**config.mk**
```make
export PLATFORM = sky130hd
export DESIGN_NAME = tbl_xfer_unit
export DESIGN_NICKNAME = d
export VERILOG_FILES = /design/src/rtl/txu_pkg.sv /design/src/rtl/txu_ctrl.sv /design/src/rtl/txu_route.sv /design/src/rtl/txu_regs.sv /design/src/rtl/tbl_xfer_unit.sv
export SDC_FILE = /design/constraint.sdc
export NUM_CORES = 1
export LEC_CHECK = 0
export ABC_AREA = 1
export BUFFER_PORTS_ARGS = -buffer_cell sky130_fd_sc_hd__buf_2
export CORE_UTILIZATION = 25
export CTS_BUF_LIST = sky130_fd_sc_hd__clkbuf_2 sky130_fd_sc_hd__clkbuf_4 sky130_fd_sc_hd__clkbuf_8
export CTS_CLUSTER_DIAMETER = 120
export DETAILED_ROUTE_END_ITERATION = 10
export MAX_ROUTING_LAYER = met4
export PLACE_DENSITY = 0.52
export SLEW_MARGIN = 20
export SYNTH_ARGS = -nofsm -noshare
export SYNTH_HDL_FRONTEND = slang
export SYNTH_SLANG_ARGS = --single-unit
```
**constraint.sdc**
```tcl
create_clock -name clk -period 1.7 [get_ports clk]
set_input_delay 0.085 -clock clk [delete_from_list [all_inputs] [get_ports clk]]
set_output_delay 0.085 -clock clk [all_outputs]
set_load 0.01 [all_outputs]
```
**src/rtl/txu_pkg.sv**
```systemverilog
package txu_pkg;
    typedef enum logic [1:0] {
        ST_IDLE  = 2'd0,
        ST_ISSUE = 2'd1,
        ST_WAIT  = 2'd2
    } txu_state_e;
endpackage

```
**src/rtl/txu_ctrl.sv**
```systemverilog
module txu_ctrl
    import txu_pkg::*;
(
    input  logic clk,
    input  logic rst_n,
    input  logic start,
    input  logic ab_load,
    input  logic rom_valid,
    output logic rom_req,
    output logic busy,
    output logic addr_latch,
    output logic capture,
    output logic load_ok
);
    txu_state_e state_q, state_d;

    always_ff @(posedge clk) begin
        if (!rst_n) state_q <= ST_IDLE;
        else        state_q <= state_d;
    end

    always_comb begin
        state_d = state_q;
        unique case (state_q)
            ST_IDLE:  if (start) state_d = ST_ISSUE;
            ST_ISSUE: state_d = ST_WAIT;
            ST_WAIT:  if (rom_valid) state_d = ST_IDLE;
            default:  state_d = ST_IDLE;
        endcase
    end

    always_comb begin
        rom_req    = 1'b0;
        busy       = 1'b0;
        addr_latch = 1'b0;
        capture    = 1'b0;
        load_ok    = 1'b0;
        unique case (state_q)
            ST_IDLE: begin
                addr_latch = start;
                load_ok    = ab_load && !start;
            end
            ST_ISSUE: begin
                rom_req = 1'b1;
                busy    = 1'b1;
            end
            ST_WAIT: begin
                busy    = 1'b1;
                capture = rom_valid;
            end
            default: ;
        endcase
    end

    a_r2_req_single: assert property (@(posedge clk) disable iff (!rst_n)
        rom_req |=> !rom_req);
    a_r3_busy_hold: assert property (@(posedge clk) disable iff (!rst_n)
        (busy && !rom_valid) |=> busy);
    a_r8_no_load_busy: assert property (@(posedge clk) disable iff (!rst_n)
        busy |-> !load_ok && !addr_latch);
endmodule

```
**src/rtl/txu_route.sv**
```systemverilog
module txu_route #(
    parameter int NIB_W = 4,
    localparam int WORD_W = 2 * NIB_W + 2
) (
    input  logic              capture,
    input  logic [WORD_W-1:0] word,
    output logic [1:0]        dest_we,
    output logic [NIB_W-1:0]  lo_nib,
    output logic [NIB_W-1:0]  hi_nib
);
    for (genvar g = 0; g < 2; g++) begin : g_dest
        assign dest_we[g] = capture && word[2*NIB_W+g];
    end
    assign lo_nib = word[NIB_W-1:0];
    assign hi_nib = word[2*NIB_W-1:NIB_W];
endmodule

```
**src/rtl/txu_regs.sv**
```systemverilog
module txu_regs #(
    parameter int NIB_W = 4,
    parameter int IMM_W = 4,
    localparam int ADDR_W = IMM_W + 2 * NIB_W
) (
    input  logic              clk,
    input  logic              rst_n,
    input  logic [1:0]        dest_we,
    input  logic [NIB_W-1:0]  lo_nib,
    input  logic [NIB_W-1:0]  hi_nib,
    input  logic              load_ok,
    input  logic [2*NIB_W-1:0] ab_din,
    input  logic              addr_latch,
    input  logic [IMM_W-1:0]  imm,
    output logic [ADDR_W-1:0] addr_q,
    output logic [NIB_W-1:0]  acc_q,
    output logic [NIB_W-1:0]  b_q,
    output logic [NIB_W-1:0]  r1_q,
    output logic [NIB_W-1:0]  r2_q
);
    always_ff @(posedge clk) begin
        if (!rst_n) begin
            acc_q <= '0;
            b_q   <= '0;
        end else if (dest_we[0]) begin
            acc_q <= lo_nib;
            b_q   <= hi_nib;
        end else if (load_ok) begin
            acc_q <= ab_din[NIB_W-1:0];
            b_q   <= ab_din[2*NIB_W-1:NIB_W];
        end
    end

    always_ff @(posedge clk) begin
        if (!rst_n) begin
            r1_q <= '0;
            r2_q <= '0;
        end else if (dest_we[1]) begin
            r1_q <= lo_nib;
            r2_q <= hi_nib;
        end
    end

    always_ff @(posedge clk) begin
        if (!rst_n)          addr_q <= '0;
        else if (addr_latch) addr_q <= {imm, b_q, acc_q};
    end
endmodule

```
**src/rtl/tbl_xfer_unit.sv**
```systemverilog
module tbl_xfer_unit #(
    parameter int NIB_W = 4,
    parameter int IMM_W = 4,
    localparam int ADDR_W = IMM_W + 2 * NIB_W,
    localparam int WORD_W = 2 * NIB_W + 2
) (
    input  logic              clk,
    input  logic              rst_n,
    input  logic              start,
    input  logic [IMM_W-1:0]  imm,
    input  logic              ab_load,
    input  logic [2*NIB_W-1:0] ab_din,
    output logic              rom_req,
    output logic [ADDR_W-1:0] rom_addr,
    input  logic              rom_valid,
    input  logic [WORD_W-1:0] rom_word,
    output logic              busy,
    output logic [NIB_W-1:0]  acc_q,
    output logic [NIB_W-1:0]  b_q,
    output logic [NIB_W-1:0]  r1_q,
    output logic [NIB_W-1:0]  r2_q
);
    logic addr_latch, capture, load_ok;
    logic [1:0] dest_we;
    logic [NIB_W-1:0] lo_nib, hi_nib;

    txu_ctrl u_ctrl (
        .clk(clk), .rst_n(rst_n), .start(start), .ab_load(ab_load),
        .rom_valid(rom_valid), .rom_req(rom_req), .busy(busy),
        .addr_latch(addr_latch), .capture(capture), .load_ok(load_ok)
    );

    txu_route #(.NIB_W(NIB_W)) u_route (
        .capture(capture), .word(rom_word), .dest_we(dest_we),
        .lo_nib(lo_nib), .hi_nib(hi_nib)
    );

    txu_regs #(.NIB_W(NIB_W), .IMM_W(IMM_W)) u_regs (
        .clk(clk), .rst_n(rst_n), .dest_we(dest_we), .lo_nib(lo_nib),
        .hi_nib(hi_nib), .load_ok(load_ok), .ab_din(ab_din),
        .addr_latch(addr_latch), .imm(imm), .addr_q(rom_addr),
        .acc_q(acc_q), .b_q(b_q), .r1_q(r1_q), .r2_q(r2_q)
    );

    a_r10_addr_frozen: assert property (@(posedge clk) disable iff (!rst_n)
        (busy && !rom_valid) |=> $stable(rom_addr));
    a_r4_ab_routed: assert property (@(posedge clk) disable iff (!rst_n)
        (busy && !rom_req && rom_valid && rom_word[2*NIB_W])
        |=> (acc_q == $past(rom_word[NIB_W-1:0])) && (b_q == $past(rom_word[2*NIB_W-1:NIB_W])));
    a_r5_port_routed: assert property (@(posedge clk) disable iff (!rst_n)
        (busy && !rom_req && rom_valid && rom_word[2*NIB_W+1])
        |=> (r1_q == $past(rom_word[NIB_W-1:0])) && (r2_q == $past(rom_word[2*NIB_W-1:NIB_W])));
    a_r7_no_dest: assert property (@(posedge clk) disable iff (!rst_n)
        (busy && !rom_req && rom_valid && rom_word[WORD_W-1 -: 2] == 2'b00)
        |=> $stable(acc_q) && $stable(b_q) && $stable(r1_q) && $stable(r2_q));
endmodule

```
==> flow_metrics.py <==
metrics = {
    "detailed_routing": {
        "num_vias": 1288,
        "routedWlPerCell_um": 11.4,
        "drc_errors": 0,
        "drt_iter0_markers": 64,
        "vias_per_cell": 4.24,
        "dr.pass1.iters": 4,
        "ant_nets": 0,
        "wl_um": 3460,
    },
    "logic_synthesis": {
        "yosys_warnings": 0,
        "async_reset_ff_frac": 0,
        "synthCells": 177,
        "synth_edf_count": 0,
        "yosysMostFrequentCell": "dfxtp_1",
        "synth-main-ff-cell": "dfxtp_1",
        "synth.area.top_cells": "dfxtp_1 (44%), inv_1 (7.9%), nor2_1 (6.5%), nand3_1 (5.8%), a21oi_1 (4.7%)",
        "synth_cell_types": 20,
        "synth_top_area_share": 0.436,
        "synth_top_cell_by_area": "dfxtp_1",
        "syn-cell-area_um2": 1380,
        "avgSynthCellArea_um2": 7.78,
        "synth_commonest_cells": "dfxtp_1 (30), inv_1 (29), nor2_1 (24)",
        "synth-seq-area-share": 0.436,
        "syn_nets": 208,
        "yosys_register_bits": 30,
    },
    "clock_network": {
        "clock_latency_ns": 0.28,
        "clkSinkCount": 30,
        "clk_pin_slew_ns": 0.07,
        "postCtsSetupRepairBufs": 0,
        "cts_tree": "done",
        "numCtsBuffers": 5,
        "cts_hold_buffers": 0,
        "h-tree-depth": 2,
        "cts.path.max_buffers": 2,
        "cts_resized": 0,
        "root_buffer": "clkbuf_8",
    },
    "setup_path": {
        "crit_end": "u_regs.b_q[1]",
        "reg2reg_depth": 6,
        "cp.required_ns": 1.91,
        "r2r-start": "u_ctrl.state_q[0]",
        "worst_ep_arrival_time_ns": 1.67,
        "rrSetupSlack_ns": 0.24,
        "slowest_delay_ns": 0.31,
        "path_cells": "inv_1 -> ha_1 -> nand3_4 -> nand2_4 -> nand3_1 -> a21oi_1",
        "path_max_fanout": 17,
        "endpoint_kind": "flop",
        "r2r-end": "u_regs.b_q[1]",
        "path_class": "reg2reg",
        "crit_start": "u_ctrl.state_q[0]",
        "crit_path_top_delay_cell": "dfxtp_1",
        "start_kind": "flop",
    },
    "floorplan": {
        "die_h_um": 76.2,
        "die-area_um2": 5810,
        "rows": 26,
        "die_x_um": 76.2,
        "num_io_pins": 57,
        "start_util": 0.265,
        "core_um2": 5200,
    },
    "placement": {
        "portBuffers": 56,
        "dp_hpwl_um": 2550,
        "gp_congestion": 0.771,
    },
    "run_status": {
        "outcome": "finished, final reports clean",
    },
    "sta": {
        "period_minus_slack_ns": 1.46,
        "finClkSkew_ns": 0.00452,
        "fin_setup_tns_ns": 0,
        "hold_viol_final": 0,
        "setup_viol": 0,
        "max_slew_margin": 0.717,
        "slew_violations": 0,
        "fmax_ghz": 0.686,
        "worst_slew_pin_slew_ns": 0.424,
        "rsz0062_at_grt": "no",
        "period_share": 0.858,
    },
    "layout": {
        "multi_input_comb_area_um2": 596,
        "area_delta_synth_final_pct": 30.7,
        "fillers": 596,
        "final-seq-area_um2": 601,
        "num_antenna_cells": 0,
        "drive_above_1_share": 0.333,
        "final_nets": 264,
    },
    "flow_run": {
        "drv_cap": 0,
    },
    "power_and_ir_drop": {
        "p_leak_nw": 0.881,
        "p_total_w": 0.00226,
        "powerDensity_nw_per_um2": 1250,
        "peakVddDrop_mv": 0.558,
    },
    "grt": {
        "groute.usage.overall": 0.130,
        "grt_overflow": 0,
        "grt_pass1_wl_um": 5770,
        "grt_max_degree": 24,
        "antenna_found_initial": 0,
        "grt_pass1_vias": 1183,
    },
    "worst_hold_path": {
        "hold_class": "in2reg",
    },
}
-- how the worst min path moves through the flow --
| stage | startpoint | endpoint | slack [ns] | cells after the start |
|---|---|---|---|---|
| finish | imm[1] | u_regs.addr_q[9] | 0.05 | 3 |
| global route | imm[0] | u_regs.addr_q[8] | 0.07 | 3 |
| CTS | imm[1] | u_regs.addr_q[9] | 0.05 | 3 |
| detailed placement | imm[1] | u_regs.addr_q[9] | 0.35 | 3 |
| global placement | imm[0] | u_regs.addr_q[8] | 0.34 | 3 |
| floorplan | rst_n | u_regs.r2_q[3] | 0.22 | 2 |
-- metrics by stage --
| stage | hold slack [ns] | area [um2] | worst slack, ns | instances | util |
|---|---|---|---|---|---|
| after floorplan | 0.223 | 1380 | 0.411 | 177 | - |
| after global placement | 0.339 | 1690 | 0.292 | 296 | 0.325 |
| after detailed placement | 0.347 | 1690 | 0.238 | 296 | 0.325 |
| after CTS | 0.0493 | 1800 | 0.236 | 304 | 0.346 |
| after global routing | 0.0681 | 1800 | 0.0847 | 304 | 0.346 |
| final | 0.0504 | 1800 | 0.242 | 304 | 0.346 |
-- cell families after synthesis --
kind of cell | count (synthesis) | synth area share
and+or+nand+nor | 64 | 0.237
AOI/OAI and AO/OA | 40 | 0.159
buffers and inverters | 39 | 0.132
DFF | 30 | 0.436
adders and majority gates | 4 | 0.0363
-- area by class of cell --
type                       count  share of cell area
sequential                    30               0.334
timing repair buffer          58               0.164
clock inverter                 3              0.0222
tap                           70              0.0486
multi-input combinational    108               0.331
inverter                      30              0.0625
clock buffer                   5              0.0382
-- power breakdown --
part / switching (W) / internal, W / leakage (nW)
Clock: 0.000285 / 0.000431 / 0.0579
Combinational: 0.000404 / 0.000257 / 0.577
Sequential: 0.0000596 / 0.000823 / 0.246
Total: 0.000748 / 0.00151 / 0.881
-- flip-flops by register name, summed over array words and instances (netlist names) --
name	flops
u_regs.acc_q	4
u_regs.r1_q	4
u_regs.b_q	4
u_regs.r2_q	4
u_regs.addr_q	12
u_ctrl.state_q	2
-- cells in the final DEF (no fill, tap or decap) --
cell / netlist / routed
dfxtp_1: 30 / 30
nor2_1: 24 / 24
nand3_2: 1 / 1
ha_1: 4 / 4
buf_4: 1 / 2
nand3_1: 16 / 16
inv_2: 1 / 1
clkinv_2: 0 / 2
o21ai_0: 13 / 13
nand2_1: 10 / 10
clkbuf_8: 0 / 5
nand2_2: 2 / 2
a21oi_1: 13 / 13
a21oi_2: 5 / 5
inv_1: 29 / 29
nand4_1: 8 / 8
buf_2: 1 / 56
nand2_4: 1 / 1
bufinv_16: 0 / 1
nand3_4: 2 / 2
o21ai_1: 9 / 9
-- worst max-delay path: cells and delay by family (launching register included) --
| kind | cells | cell delay, ns |
|---|---|---|
| DFF | 1 | 0.31 |
| and+or+nand+nor | 3 | 0.50 |
| AOI/OAI and AO/OA | 1 | 0.14 |
| adders and majority gates | 1 | 0.31 |
| buffers and inverters | 1 | 0.11 |
-- metal layers --
metal	share of wire	routed length (um)	vias to the layer above	track usage
met1	0.48	1670	559	0.165
met2	0.44	1520	39	0.195
met5	0	0	-	-
met4	0.012	40	0	0.0404
li1	-	-	684	-
met3	0.066	227	6	0.0395
(Power assumes the default switching activity.)
